==> src/rtl/sgdma_pkg.sv <==
package sgdma_pkg;
  localparam int WORD_W     = 32;
  localparam int LANES      = WORD_W / 8;
  localparam int LANE_W     = $clog2(LANES);
  localparam int LINK_BYTES = 16;
  localparam int SEG_LEN_W  = 27;

  // control word of a link
  localparam int LK_IRQ = 27;
  localparam int LK_EOC = 28;
  localparam int LK_BAD = 30;

  // config register bits
  localparam int CF_CLEAR = 25;
  localparam int CF_PAUSE = 26;
  localparam int CF_BUSY  = 27;
  localparam int CF_DONE  = 28;

  // register word addresses
  localparam logic [1:0] RG_BASE  = 2'd0;
  localparam logic [1:0] RG_TOTAL = 2'd1;
  localparam logic [1:0] RG_CFG   = 2'd2;
  localparam logic [1:0] RG_COUNT = 2'd3;

  typedef enum logic [2:0] {
    W_IDLE, W_LREQ, W_LWAIT, W_DREQ, W_DWAIT, W_SEND, W_SEGEND
  } walk_state_e;
endpackage

==> src/rtl/sgdma_lane_pick.sv <==
module sgdma_lane_pick
  import sgdma_pkg::*;
(
  input  logic [WORD_W-1:0] word_i,
  input  logic [LANE_W-1:0] sel_i,
  output logic [7:0]        lane_o
);
  logic [7:0] lanes [LANES];

  for (genvar g = 0; g < LANES; g++) begin : g_lane
    assign lanes[g] = word_i[8*g +: 8];
  end

  assign lane_o = lanes[sel_i];
endmodule

==> src/rtl/sgdma_regs.sv <==
module sgdma_regs
  import sgdma_pkg::*;
#(
  parameter int ADDR_W = 32,
  parameter int LEN_W  = 32
) (
  input  logic              clk,
  input  logic              rst,
  input  logic              we,
  input  logic [1:0]        addr,
  input  logic [31:0]       wdata,
  output logic [31:0]       rdata,
  input  logic              busy,
  input  logic              done_p,
  input  logic [LEN_W-1:0]  count,
  output logic [ADDR_W-1:0] chain_base,
  output logic [LEN_W-1:0]  total_len,
  output logic              pause,
  output logic              start_p,
  output logic              clear_p
);
  logic done_flag;

  always_ff @(posedge clk) begin
    if (rst) begin
      chain_base <= '0;
      total_len  <= '0;
      pause      <= 1'b0;
      start_p    <= 1'b0;
      clear_p    <= 1'b0;
      done_flag  <= 1'b0;
      rdata      <= '0;
    end else begin
      start_p <= 1'b0;
      clear_p <= 1'b0;
      if (done_p) done_flag <= 1'b1;
      if (we) begin
        case (addr)
          RG_BASE:  chain_base <= wdata[ADDR_W-1:0];
          RG_TOTAL: total_len  <= wdata[LEN_W-1:0];
          RG_CFG: begin
            if (wdata[CF_CLEAR]) begin
              clear_p   <= 1'b1;
              pause     <= 1'b0;
              done_flag <= 1'b0;
            end else begin
              pause <= wdata[CF_PAUSE];
              if (!wdata[CF_PAUSE] && !busy && !start_p) begin
                start_p   <= 1'b1;
                done_flag <= 1'b0;
              end
            end
          end
          default: ;
        endcase
      end
      case (addr)
        RG_BASE:  rdata <= 32'(chain_base);
        RG_TOTAL: rdata <= 32'(total_len);
        RG_CFG: begin
          rdata           <= '0;
          rdata[CF_PAUSE] <= pause;
          rdata[CF_BUSY]  <= busy;
          rdata[CF_DONE]  <= done_flag;
        end
        default:  rdata <= 32'(count);
      endcase
    end
  end

  // a clear leaves pause off on the next cycle
  a_r12_clear_unpause: assert property (@(posedge clk) disable iff (rst)
    clear_p |-> !pause);
endmodule

==> src/rtl/sgdma_walker.sv <==
module sgdma_walker
  import sgdma_pkg::*;
#(
  parameter int ADDR_W    = 32,
  parameter int LEN_W     = 32,
  parameter int MAX_LINKS = 8
) (
  input  logic              clk,
  input  logic              rst,
  input  logic              start,
  input  logic              clear,
  input  logic              pause,
  input  logic [ADDR_W-1:0] chain_base,
  input  logic [LEN_W-1:0]  total_len,
  output logic              mem_req,
  output logic [ADDR_W-1:0] mem_addr,
  input  logic              mem_rvalid,
  input  logic [WORD_W-1:0] mem_rdata,
  output logic              st_valid,
  output logic [7:0]        st_data,
  input  logic              st_ready,
  output logic [LEN_W-1:0]  bytes_done,
  output logic              busy,
  output logic              done_p,
  output logic              err_p,
  output logic              irq_p
);
  localparam int LC_W = (MAX_LINKS > 1) ? $clog2(MAX_LINKS) : 1;

  walk_state_e          state;
  logic                 pend;
  logic                 word_k;
  logic [ADDR_W-1:0]    link_ptr;
  logic [LC_W-1:0]      link_cnt;
  logic [SEG_LEN_W-1:0] seg_len_q;
  logic                 lk_irq, lk_eoc;
  logic [SEG_LEN_W-1:0] seg_left;
  logic [ADDR_W-1:0]    buf_addr;
  logic [WORD_W-1:0]    data_word;
  logic [7:0]           cur_byte, nxt_byte;
  logic [LANE_W-1:0]    cur_lane, nxt_lane;
  logic                 lk_unused;

  assign lk_unused = ^{mem_rdata[31], mem_rdata[29]};
  assign cur_lane  = buf_addr[LANE_W-1:0];
  assign nxt_lane  = LANE_W'(cur_lane + 1'b1);
  assign busy      = (state != W_IDLE);

  sgdma_lane_pick u_cur (.word_i(data_word), .sel_i(cur_lane), .lane_o(cur_byte));
  sgdma_lane_pick u_nxt (.word_i(data_word), .sel_i(nxt_lane), .lane_o(nxt_byte));

  always_ff @(posedge clk) begin
    if (rst) begin
      state      <= W_IDLE;
      pend       <= 1'b0;
      word_k     <= 1'b0;
      link_ptr   <= '0;
      link_cnt   <= '0;
      seg_len_q  <= '0;
      lk_irq     <= 1'b0;
      lk_eoc     <= 1'b0;
      seg_left   <= '0;
      buf_addr   <= '0;
      data_word  <= '0;
      mem_req    <= 1'b0;
      mem_addr   <= '0;
      st_valid   <= 1'b0;
      st_data    <= '0;
      bytes_done <= '0;
      done_p     <= 1'b0;
      err_p      <= 1'b0;
      irq_p      <= 1'b0;
    end else begin
      mem_req <= 1'b0;
      done_p  <= 1'b0;
      err_p   <= 1'b0;
      irq_p   <= 1'b0;
      if (mem_req)         pend <= 1'b1;
      else if (mem_rvalid) pend <= 1'b0;

      if (clear) begin
        state      <= W_IDLE;
        st_valid   <= 1'b0;
        bytes_done <= '0;
        word_k     <= 1'b0;
      end else begin
        case (state)
          W_IDLE: if (start) begin
            link_ptr   <= chain_base;
            link_cnt   <= '0;
            bytes_done <= '0;
            word_k     <= 1'b0;
            state      <= W_LREQ;
          end
          W_LREQ: if (!pause && !pend && !mem_req) begin
            mem_req  <= 1'b1;
            mem_addr <= link_ptr + (word_k ? ADDR_W'(4) : ADDR_W'(0));
            state    <= W_LWAIT;
          end
          W_LWAIT: if (mem_rvalid) begin
            if (!word_k) begin
              seg_len_q <= mem_rdata[SEG_LEN_W-1:0];
              lk_irq    <= mem_rdata[LK_IRQ];
              lk_eoc    <= mem_rdata[LK_EOC];
              if (mem_rdata[LK_BAD]) begin
                err_p <= 1'b1;
                state <= W_IDLE;
              end else begin
                word_k <= 1'b1;
                state  <= W_LREQ;
              end
            end else begin
              buf_addr <= mem_rdata[ADDR_W-1:0];
              seg_left <= seg_len_q;
              word_k   <= 1'b0;
              state    <= (seg_len_q == '0) ? W_SEGEND : W_DREQ;
            end
          end
          W_DREQ: if (!pause && !pend && !mem_req) begin
            mem_req  <= 1'b1;
            mem_addr <= {buf_addr[ADDR_W-1:LANE_W], {LANE_W{1'b0}}};
            state    <= W_DWAIT;
          end
          W_DWAIT: if (mem_rvalid) begin
            data_word <= mem_rdata;
            state     <= W_SEND;
          end
          W_SEND: begin
            if (st_valid && st_ready) begin
              bytes_done <= bytes_done + LEN_W'(1);
              seg_left   <= seg_left - SEG_LEN_W'(1);
              buf_addr   <= buf_addr + ADDR_W'(1);
              if (seg_left == SEG_LEN_W'(1)) begin
                st_valid <= 1'b0;
                state    <= W_SEGEND;
              end else if (cur_lane == {LANE_W{1'b1}}) begin
                st_valid <= 1'b0;
                state    <= W_DREQ;
              end else if (pause) begin
                st_valid <= 1'b0;
              end else begin
                st_data <= nxt_byte;
              end
            end else if (!st_valid && !pause) begin
              st_valid <= 1'b1;
              st_data  <= cur_byte;
            end
          end
          W_SEGEND: begin
            irq_p <= lk_irq;
            if (lk_eoc) begin
              if (bytes_done == total_len) done_p <= 1'b1;
              else                         err_p  <= 1'b1;
              state <= W_IDLE;
            end else if (bytes_done >= total_len ||
                         link_cnt == LC_W'(MAX_LINKS - 1)) begin
              err_p <= 1'b1;
              state <= W_IDLE;
            end else begin
              link_ptr <= link_ptr + ADDR_W'(LINK_BYTES);
              link_cnt <= link_cnt + 1'b1;
              state    <= W_LREQ;
            end
          end
          default: state <= W_IDLE;
        endcase
      end
    end
  end

  // a presented byte stays until taken
  a_r4_hold_stable: assert property (@(posedge clk) disable iff (rst)
    st_valid && !st_ready && !clear |=> st_valid && $stable(st_data));
  // never a second request while one is pending
  a_r13_single_req: assert property (@(posedge clk) disable iff (rst)
    mem_req |-> !pend);
  // the counter only steps by one or returns to zero
  a_r10_count_step: assert property (@(posedge clk) disable iff (rst)
    bytes_done != $past(bytes_done) |->
      (bytes_done == $past(bytes_done) + LEN_W'(1)) || (bytes_done == '0));
  // a held pause issues no reads and raises no new byte
  a_r11_pause_no_req: assert property (@(posedge clk) disable iff (rst)
    pause && $past(pause) |-> !mem_req);
  a_r11_pause_no_byte: assert property (@(posedge clk) disable iff (rst)
    pause && !st_valid |=> !st_valid);
  // done only with a matched length
  a_r5_done_len: assert property (@(posedge clk) disable iff (rst)
    done_p |-> bytes_done == total_len);
  // done and error never together
  a_r6_excl: assert property (@(posedge clk) disable iff (rst)
    !(done_p && err_p));
  // clear leaves the channel idle with a zero count
  a_r12_clear_idle: assert property (@(posedge clk) disable iff (rst)
    clear |=> !busy && bytes_done == '0 && !st_valid);
endmodule

==> src/rtl/sg_chain_dma.sv <==
module sg_chain_dma #(
  parameter int ADDR_W    = 32,
  parameter int LEN_W     = 32,
  parameter int MAX_LINKS = 8
) (
  input  logic              clk,
  input  logic              rst,
  input  logic              reg_we,
  input  logic [1:0]        reg_addr,
  input  logic [31:0]       reg_wdata,
  output logic [31:0]       reg_rdata,
  output logic              mem_req,
  output logic [ADDR_W-1:0] mem_addr,
  input  logic              mem_rvalid,
  input  logic [31:0]       mem_rdata,
  output logic              st_valid,
  output logic [7:0]        st_data,
  input  logic              st_ready,
  output logic              dma_done,
  output logic              dma_err,
  output logic              link_irq
);
  logic [ADDR_W-1:0] chain_base;
  logic [LEN_W-1:0]  total_len, bytes_done;
  logic              pause, start_p, clear_p, busy;

  sgdma_regs #(.ADDR_W(ADDR_W), .LEN_W(LEN_W)) u_regs (
    .clk(clk), .rst(rst), .we(reg_we), .addr(reg_addr), .wdata(reg_wdata),
    .rdata(reg_rdata), .busy(busy), .done_p(dma_done), .count(bytes_done),
    .chain_base(chain_base), .total_len(total_len), .pause(pause),
    .start_p(start_p), .clear_p(clear_p)
  );

  sgdma_walker #(.ADDR_W(ADDR_W), .LEN_W(LEN_W), .MAX_LINKS(MAX_LINKS)) u_walk (
    .clk(clk), .rst(rst), .start(start_p), .clear(clear_p), .pause(pause),
    .chain_base(chain_base), .total_len(total_len),
    .mem_req(mem_req), .mem_addr(mem_addr), .mem_rvalid(mem_rvalid),
    .mem_rdata(mem_rdata), .st_valid(st_valid), .st_data(st_data),
    .st_ready(st_ready), .bytes_done(bytes_done), .busy(busy),
    .done_p(dma_done), .err_p(dma_err), .irq_p(link_irq)
  );
endmodule

==> config.mk <==
export PLATFORM = sky130hd
export DESIGN_NAME = sg_chain_dma
export DESIGN_NICKNAME = d
export VERILOG_FILES = /design/src/rtl/sgdma_pkg.sv /design/src/rtl/sgdma_lane_pick.sv /design/src/rtl/sgdma_regs.sv /design/src/rtl/sgdma_walker.sv /design/src/rtl/sg_chain_dma.sv
export SDC_FILE = /design/constraint.sdc
export NUM_CORES = 1
export LEC_CHECK = 0
export ABC_AREA = 1
export BUFFER_PORTS_ARGS = -buffer_cell sky130_fd_sc_hd__buf_2
export CORE_MARGIN = 4
export CORE_UTILIZATION = 55
export DETAILED_ROUTE_END_ITERATION = 8
export MAX_ROUTING_LAYER = met4
export PLACE_DENSITY = 0.74
export SYNTH_ARGS = -nofsm -noshare
export SYNTH_HDL_FRONTEND = slang
export SYNTH_SLANG_ARGS = --single-unit
==> constraint.sdc <==
create_clock -name clk -period 3.5 [get_ports clk]
set_input_delay 0.35 -clock clk [delete_from_list [all_inputs] [get_ports clk]]
set_output_delay 0.35 -clock clk [all_outputs]
set_load 0.01 [all_outputs]
==> flow_metrics.env, run 1 <==
export IMPL_grt_pass1_vias=17402
export IMPL_wl_per_cell_um=19.2
export IMPL_ir_drop_v=0.000424
export IMPL_dr_pass1_iters=5
export IMPL_arrival_ns=3.03
export IMPL_avgSynthCellArea_sq_um=6.69
export IMPL_antenna_found_initial=1
export IMPL_cts_sinks=337
export IMPL_cts_resized=0
export IMPL_endpoint_kind="register"
export IMPL_holdBufCountCts=0
export IMPL_num_vias=18718
export IMPL_grt_overflow_total=0
export IMPL_cts_tree="done"
export IMPL_hold_path_class="input port to register"
export IMPL_syn_inst=2677
export IMPL_start_kind="register"
export IMPL_gp_congestion=0.996
export IMPL_grt_pass1_wl_mm=96.3
export IMPL_layout_nets=2861
export IMPL_io_pins=148
export IMPL_path_class="register to register"
export IMPL_grt_max_degree=132
export IMPL_syn_nets=2789
export IMPL_fin_crit_ns=2.67
export IMPL_tightest_slew_ns=1.08
export IMPL_slowest_stage="dfxtp_1"
export IMPL_clkTransAtPathRegs_ns=0.06
export IMPL_relSlewSlack_pct=28.2
export IMPL_htreeDepth=2
export IMPL_floorplan_die_area_sq_um=35500
export IMPL_viasPerCell=5.83
export IMPL_ant_nets=0
export IMPL_outcome="finished clean"
export IMPL_num_rows=65
export IMPL_required_ns=3.86
export IMPL_hold_path_startpoint="reg_wdata[25]"
export IMPL_cp_startpoint="u_walk.word_k"
export IMPL_whs_ns=0.0880
export IMPL_crit_top_cell="ha_1"
export IMPL_start_util_pct=56.3
export IMPL_final_cell_mix="nand2_1 (486), a21oi_1 (361), dfxtp_1 (337)"
export IMPL_drt_wl_total_mm=61.7
export IMPL_maxCapViolations=0
export IMPL_syn_area_sq_um=17900
export IMPL_slowest_delay_ns=0.55
export IMPL_syn_to_final_growth_pct=12.6
export IMPL_drv_slew=0
export IMPL_min_period_over_period_pct=76.4
export IMPL_die_w_um=188
export IMPL_track_usage_pct=34.2
export IMPL_cts_buffers=39
export IMPL_die_height_um=188
export IMPL_ctsRootBufferMaster="clkbuf_16"
export IMPL_fin_setup_tns_ns=0
export IMPL_cp_cell_sequence="ha_1 -> ha_1 -> clkinv_1 -> nor2_1 -> nand4_1 -> xor2_1 -> o21ai_0 -> a21oi_1"
export IMPL_fin_skew_ns=0.0104
export IMPL_insertion_delay_ns=0.53
export IMPL_setup_violations_final=0
export IMPL_core_area_sq_um=31800
export IMPL_crit_fanout=10
export IMPL_rsz0062_at_grt="false"
export IMPL_hold_viol=0
export IMPL_ys_seq_area_share_pct=37.7
export IMPL_post_cts_buffers=0
export IMPL_power_leakage_uw=0.00817
export IMPL_final_common_cell="nand2_1"
export IMPL_synth_distinct_cells=50
export IMPL_numPortBuffers=147
export IMPL_drt_iter0_drc=1918
export IMPL_ys_warn_count=0
export IMPL_rr_startpoint="u_walk.word_k"
export IMPL_drive_gt1_share_pct=10.2
export IMPL_cts_buffer_depth=3
export IMPL_powerDensity_nw_per_um2=539
export IMPL_drc=0
export IMPL_fmax_mhz=374
export IMPL_synth_seq_cells=337
export IMPL_dp_hpwl_mm=44.7
## where the power goes
group	switching, uW	leakage [uW]	internal, uW	total (uW)
registers	295	0.00273	4150	4450
clock network	1650	0.000669	2680	4330
logic	1450	0.00477	656	2110
## worst max-delay path, delay by kind of cell, from the launching register on
kind	cells	cell delay, ns
and+or+nand+nor	2	0.46
buffers and inverters	1	0.40
xor gates and xnor gates	1	0.16
AOI/OAI and AO/OA	2	0.31
adders and majority gates	2	0.61
DFF	1	0.55
## path summary, 6_finish.rpt
path              cells past startpoint  slack (ns)                  end
setup / recovery                      8        0.83  u_walk.mem_addr[28]
hold / removal                        2        0.09       u_regs.start_p
hold reg to reg                       2        0.46  u_walk.mem_addr[26]
setup reg to reg                      8        0.83  u_walk.mem_addr[28]
## final cells by class
| class | instances | area (sq um) |
|---|---|---|
| sequential | 337 | 6750 |
| timing repair buffer | 172 | 938 |
| clock buffer | 57 | 1210 |
| clock inverter | 11 | 163 |
| tap | 435 | 544 |
| inverter | 313 | 1180 |
| antenna | 1 | 2.50 |
| fill | 2940 | 11600 |
| multi-input combinational | 1886 | 9400 |
## cells by family after synthesis
family          after synthesis  share of synthesized area [%]
compound gates              783                           23.4
buf+inv                     454                           9.96
xor+xnor                     44                           2.15
fa+ha+maj                    41                           2.86
simple gates               1018                           24.0
flops                       337                           37.7
## stage by stage
step / area, sq um / cells / power [uW] / setup slack [ns] / util (%)
after detailed placement: 18800 / 3143 / 6570 / 0.905 / 59.1
after CTS: 20200 / 3211 / 10900 / 0.890 / 63.4
after floorplan: 17900 / 2677 / 5860 / 1.60 / -
after global placement: 18800 / 3143 / 6530 / 0.901 / 59.1
after global routing: 20200 / 3212 / 11300 / 0.700 / 63.4
final: 20200 / 3212 / 10900 / 0.827 / 63.4
## Yosys cell counts (all sizes together)
cell type	n	share of area, %
a21o	2	0.084
clkbuf	103	2.2
o32ai	4	0.20
o21ai	317	8.9
nor3	68	2.1
a31oi	15	0.52
nor4	9	0.31
o2111ai	1	0.049
nor3b	1	0.042
nor2	281	6.1
nand4	37	1.3
nand2	493	10
clkinv	5	0.10
a21boi	1	0.063
nand3	116	3.3
o21bai	1	0.042
o22ai	26	0.91
o21a	3	0.13
inv	308	6.5
buf	38	1.2
or2	9	0.31
ha	41	2.9
nand3b	3	0.13
a211oi	10	0.48
o221ai	14	0.68
xor2	38	1.9
o31ai	2	0.084
and3	1	0.035
a21oi	362	10
a221oi	6	0.33
a22oi	1	0.042
o211ai	18	0.75
xnor2	6	0.29
dfxtp	337	38
## flip-flops by register name, indices dropped and copies added (netlist names), 32 cells and up
name,flops
u_regs.chain_base,32
u_regs.rdata,32
u_regs.total_len,32
u_walk.buf_addr,32
u_walk.bytes_done,32
u_walk.data_word,32
u_walk.link_ptr,32
u_walk.mem_addr,32
## routing by layer
| metal | vias to the layer above | GRT usage [%] | part of all wire, % |
|---|---|---|---|
| met3 | 178 | 4.22 | 7.3 |
| li1 | 9051 | - | - |
| met5 | - | - | 0 |
| met2 | 805 | 54.9 | 46 |
| met4 | 0 | 16.8 | 5.8 |
| met1 | 8684 | 43.0 | 41 |
No activity file was read; power rests on OpenSTA's default activity.
==> run 2: changes to the inputs <==
- ABC_AREA: 1 -> 0
- clock period: 3.5 -> 2.5 ns (I/O delays scaled with it)
==> run 2 against run 1 <==
The flow now finishes with violations (setup timing); combinational power fell by 51%; core utilization rose by 5.2 points; synthesized area fell by 5.0%; count of clock-buffer cells in the layout fell by 2; cell area rose by 4.0%; synthesized cell count fell by 17%; critical path type unchanged; critical endpoint is now u_walk.link_ptr[8]; highest routed layer unchanged.
==> flow_metrics.env, run 2 <==
export IMPL_drt_wl_total_mm=56.7
export IMPL_power_leakage_uw=0.00793
export IMPL_fin_skew_ns=0.0112
export IMPL_ys_top_cells_by_area="dfxtp_1 (40%), nand2_1 (10%), a21oi_1 (8.4%)"
export IMPL_syn_area_sq_um=17000
export IMPL_numPortBuffers=147
export IMPL_arrival_ns=3.17
export IMPL_drt_iter0_drc=2048
export IMPL_wl_per_cell_um=19.7
export IMPL_final_common_cell="nand2_1"
export IMPL_crit_family="compound AO/OA/AOI/OAI gates"
export IMPL_cts_buffers=39
export IMPL_core_area_sq_um=30600
export IMPL_cp_startpoint="u_regs.total_len[30]"
export IMPL_start_util_pct=55.6
export IMPL_slowest_stage="a2111oi_4"
export IMPL_fin_cells=2875
export IMPL_dp_slack_ns=-0.328
export IMPL_synth_ff_type="dfxtp_1"
export IMPL_grt_max_degree=75
export IMPL_setup_ws_ns=-0.216
export IMPL_antenna_cells_inserted=0
export IMPL_final_cell_mix="nand2_1 (451), dfxtp_1 (327), a21oi_1 (282)"
export IMPL_ys_warn_count=0
export IMPL_slowest_delay_ns=0.45
export IMPL_power_switching_uw=3020
export IMPL_ys_seq_area_share_pct=39.6
export IMPL_insertion_delay_ns=0.53
export IMPL_grt_pass1_vias=16458
export IMPL_synthTopCellsByCount="nand2_1 (453), dfxtp_1 (337), a21oi_1 (286)"
export IMPL_rsz0062_at_grt="true"
export IMPL_syn_inst=2224
export IMPL_p_comb_share_pct=8.5
export IMPL_synth_largest_area_cell="dfxtp_1"
export IMPL_io_pins=148
export IMPL_maxCapViolations=0
export IMPL_endpoint_kind="register"
export IMPL_syn_to_final_growth_pct=23.3
export IMPL_clkTransAtPathRegs_ns=0.06
export IMPL_path_buf_inv=4
export IMPL_track_usage_pct=33.1
export IMPL_grt_pass1_wl_mm=88.9
export IMPL_yosysMostFrequentCell="nand2_1"
export IMPL_p_sw_share_pct=24.7
export IMPL_die_height_um=184
export IMPL_total_power_uw=12200
export IMPL_fin_crit_ns=2.72
export IMPL_ant_nets=0
export IMPL_grt_overflow_total=0
export IMPL_die_w_um=184
export IMPL_gp_congestion=0.933
export IMPL_fin_setup_tns_ns=-3.21
export IMPL_htreeDepth=2
export IMPL_viasPerCell=6.12
export IMPL_synth_seq_cells=337
export IMPL_rr_startpoint="u_regs.total_len[30]"
export IMPL_syn_nets=2336
export IMPL_relSlewSlack_pct=18.1
export IMPL_pwr_share_seq_pct=45.2
export IMPL_dpl_cell_count=2761
export IMPL_hold_viol=0
export IMPL_drv_slew=0
export IMPL_cp_cell_sequence="inv_2 -> ha_4 -> a21oi_2 -> nand2_2 -> a2111oi_4 -> o221ai_4 -> buf_6 -> buf_4 -> o31a_1 -> buf_6 -> or2_4 -> a21oi_2"
export IMPL_crit_fanout=7
export IMPL_hold_path_class="input port to register"
export IMPL_internal_power_uw=9180
export IMPL_drc=0
export IMPL_required_ns=2.95
export IMPL_ir_drop_v=0.000570
export IMPL_hold_path_startpoint="reg_wdata[21]"
export IMPL_cts_buffer_depth=3
export IMPL_num_rows=64
export IMPL_outcome="finished, violations left"
export IMPL_floorplan_die_area_sq_um=33800
export IMPL_ctsRootBufferMaster="clkbuf_16"
export IMPL_setup_violations_final=30
export IMPL_num_vias=17581
export IMPL_dr_pass1_iters=6
export IMPL_violations="setup timing"
export IMPL_cts_sinks=337
export IMPL_antenna_found_initial=0
export IMPL_min_period_over_period_pct=109
export IMPL_synth_distinct_cells=73
export IMPL_powerDensity_nw_per_um2=581
export IMPL_layout_nets=2563
export IMPL_start_kind="register"
export IMPL_fmax_mhz=368
export IMPL_synth_edf_count=0
export IMPL_dp_hpwl_mm=39.5
export IMPL_synth_async_sr_flop_share_pct=0
export IMPL_p_clk_share_pct=46.4
export IMPL_drive_gt1_share_pct=19.7
export IMPL_synth_top_area_share_pct=39.6
export IMPL_cts_tree="done"
export IMPL_avgSynthCellArea_sq_um=7.65
export IMPL_path_class="register to register"
export IMPL_tightest_slew_ns=1.23
[run 2: cell count changes in the layout (fill, tap and decap cells not counted), moves of 31 or more]
cell / before / now
nand3_1: 114 / 68
a21oi_1: 361 / 282
buf_4: 25 / 150
nor3_1: 63 / 32
nand2_1: 486 / 451
inv_1: 299 / 49
mux2i_1: 0 / 31
o21ai_0: 306 / 62
dlygate4sd3_1: 0 / 33
[run 2: repair_timing]
item                                    CTS  global route
endpoints found under the hold margin    61             0
buffers inserted                          7             4
hold buffers                             33             0
resized for setup                        44            45
endpoints found under the setup margin   32            52
cloned                                    1             0
pin swaps                                17            21
[run 2: logic make-up after synthesis]
logic type,synth area share (%)
mux,4.40
xor+xnor,2.88
compound gates,19.4
fa+ha+maj,3.01
flops,39.6
buf+inv,4.72
simple gates,26.0
[run 2: cell type report]
class	instances	area, sq um
Fill cell	2517	9600
Clock buffer	55	1170
Tap cell	396	495
Inverter	51	191
Sequential cell	337	6760
Multi-Input combinational cell	1678	9860
Clock inverter	14	101
Timing Repair Buffer	344	2410
[run 2: routing by layer]
| metal | wire length, um | global-route usage, % | part of all wire (%) | up-vias |
|---|---|---|---|---|
| li1 | - | - | - | 8253 |
| met1 | 23200 | 44.0 | 41 | 8364 |
| met2 | 26800 | 53.4 | 47 | 809 |
| met3 | 4670 | 3.32 | 8.2 | 155 |
| met4 | 2130 | 10.8 | 3.8 | 0 |
| met5 | 0 | - | 0 | - |
[run 2: power groups by stage]
stage | Clock, uW | Sequential, uW | Combinational (uW)
2_1_floorplan | 0 | 5600 | 505
3_3_place_gp | 0 | 5620 | 862
3_5_place_dp | 0 | 5620 | 876
4_1_cts | 5700 | 5500 | 962
5_1_grt | 5910 | 5510 | 1110
6_report | 5660 | 5510 | 1030
[run 2: path summary, 6_finish.rpt]
kind                                 to  slack, ns  cells past startpoint
hold reg to reg      u_walk.mem_addr[1]       0.45                      2
setup reg to reg     u_walk.link_ptr[8]      -0.22                     12
setup / recovery     u_walk.link_ptr[8]      -0.22                     12
hold / removal    u_regs.chain_base[21]       0.02                      3
[run 2: tightest hold or removal path, delay by kind of cell]
kind            cells  cell delay (ns)
buf+inv             1             0.13
compound gates      1             0.05
simple gates        1             0.06
[run 2: through the flow]
step	utilization [%]	instance area, sq um	hold WS (ns)
6_report	68.6	21000	0.0182
5_1_grt	68.6	21000	0.0124
4_1_cts	67.8	20700	0.00182
3_5_place_dp	61.8	18900	0.448
3_3_place_gp	61.8	18900	0.442
2_1_floorplan	-	17000	0.327
==> run 3: changes to the inputs <==
- CORE_MARGIN: 4 -> not set
==> run 3 against run 2 <==
The run still ends with setup timing left; count of clock-buffer cells in the layout is 3 higher; routed wire length is 0.25% higher; global-route usage is 2.9 points higher; largest cell class unchanged.
==> flow_metrics.env, run 3 (synthesized netlist as in run 2, its figures left out) <==
export IMPL_num_rows=64
export IMPL_min_period_over_period_pct=107
export IMPL_gp_congestion=0.969
export IMPL_insertion_delay_ns=0.53
export IMPL_hold_path_class="input port to register"
export IMPL_dpl_cell_area_sq_um=18900
export IMPL_fin_setup_tns_ns=-3.14
export IMPL_layout_nets=2566
export IMPL_final_common_cell="nand2_1"
export IMPL_cts_buffers=37
export IMPL_powerDensity_nw_per_um2=574
export IMPL_path_class="register to register"
export IMPL_path_buf_inv=2
export IMPL_violations="setup timing"
export IMPL_numPortBuffers=147
export IMPL_outcome="finished, violations left"
export IMPL_syn_to_final_growth_pct=23.8
export IMPL_clkTransAtPathRegs_ns=0.06
export IMPL_drt_wl_total_mm=56.9
export IMPL_setup_violations_final=28
export IMPL_grt_pass1_wl_mm=87.6
export IMPL_rsz0062_at_grt="true"
export IMPL_drc=0
export IMPL_crit_fanout=4
export IMPL_htreeDepth=2
export IMPL_wl_per_cell_um=19.8
export IMPL_hold_viol=0
export IMPL_final_cell_mix="nand2_1 (443), dfxtp_1 (325), a21oi_1 (274)"
export IMPL_antenna_cells_inserted=0
export IMPL_start_kind="register"
export IMPL_cts_sinks=337
export IMPL_ctsRootBufferMaster="clkbuf_16"
export IMPL_fmax_mhz=374
export IMPL_relSlewSlack_pct=56.5
export IMPL_arrival_ns=3.09
export IMPL_power_leakage_uw=0.00802
export IMPL_slowest_stage="or4b_1"
export IMPL_cts_tree="done"
export IMPL_drv_slew=0
export IMPL_fin_crit_ns=2.67
export IMPL_grt_pass1_vias=16215
export IMPL_required_ns=2.91
export IMPL_final_area_sq_um=21100
export IMPL_core_area_sq_um=30500
export IMPL_cts_buffer_depth=3
export IMPL_dr_pass1_iters=6
export IMPL_slowest_delay_ns=0.45
export IMPL_ant_nets=0
export IMPL_maxCapViolations=0
export IMPL_floorplan_die_area_sq_um=31700
export IMPL_drt_iter0_drc=1710
export IMPL_die_height_um=178
export IMPL_num_vias=17637
export IMPL_grt_overflow_total=0
export IMPL_start_util_pct=55.8
export IMPL_track_usage_pct=36.1
export IMPL_drive_gt1_share_pct=20.0
export IMPL_cp_cell_sequence="inv_2 -> ha_4 -> nand2b_4 -> a2111o_1 -> a31oi_4 -> o221ai_4 -> buf_6 -> nor3_4 -> or4b_1 -> a32o_1"
export IMPL_whs_ns=0.00987
export IMPL_dp_hpwl_mm=39.1
export IMPL_tightest_slew_ns=0.652
export IMPL_grt_max_degree=95
export IMPL_die_w_um=178
export IMPL_ir_drop_v=0.000562
export IMPL_antenna_found_initial=0
export IMPL_crit_family="compound AO/OA/AOI/OAI gates"
export IMPL_fin_skew_ns=0.0216
export IMPL_viasPerCell=6.13
export IMPL_endpoint_kind="register"
export IMPL_setup_ws_ns=-0.175
export IMPL_io_pins=148
[run 3: worst reg2reg max path, stage by stage (launching register included)]
cell and delay, ns:
dfxtp_2 0.34, inv_2 0.04, ha_4 0.21, nand2b_4 0.13
a2111o_1 0.40, a31oi_4 0.20, o221ai_4 0.16, buf_6 0.18
nor3_4 0.21, or4b_1 0.45, a32o_1 0.23
[run 3: per-layer routing]
metal	GRT usage, %	vias up	routed length [um]
met3	5.10	169	4200
met5	-	-	0
met2	59.1	809	27500
met4	15.3	0	2630
li1	-	8255	-
met1	44.2	8404	22600
[run 3: path summary, 6_finish.rpt]
check	from	endpoint	slack (ns)	cells after the start
setup / recovery	u_walk.bytes_done[0]	u_walk.link_ptr[21]	-0.17	10
hold / removal	reg_wdata[4]	u_regs.chain_base[4]	0.01	3
setup reg to reg	u_walk.bytes_done[0]	u_walk.link_ptr[21]	-0.17	10
hold reg to reg	u_walk.mem_addr[4]	u_walk.mem_addr[4]	0.45	2
[run 3: through the flow]
step	util (%)	setup WS [ns]	total power [uW]	instances
2_1_floorplan	-	-0.0212	6100	2224
3_3_place_gp	62.0	-0.196	6480	2759
3_5_place_dp	62.0	-0.231	6490	2759
4_1_cts	68.0	-0.104	12000	2869
5_1_grt	69.1	-0.258	12400	2876
6_report	69.1	-0.175	12100	2876
[run 3: timing repair]
item                       in CTS  in global routing
setup endpoints to repair      32                 45
gates cloned                    1                  0
setup buffers                   7                 10
resized for setup              41                 68
hold buffers                   37                  0
pin swaps                      18                 30
hold endpoints to repair       56                  0
[run 3: layout make-up]
type,count,area (sq um)
Inverter,51,191
Clock inverter,7,92.6
Tap cell,396,495
Multi-Input combinational cell,1678,9930
Timing Repair Buffer,349,2480
Fill cell,2492,9440
Sequential cell,337,6760
Clock buffer,58,1120
[run 3: where the power goes]
group	switching (uW)	leakage, uW	total [uW]	internal (uW)
combinational	645	0.00471	1040	394
clock	2280	0.000594	5550	3280
sequential	73.1	0.00272	5510	5440
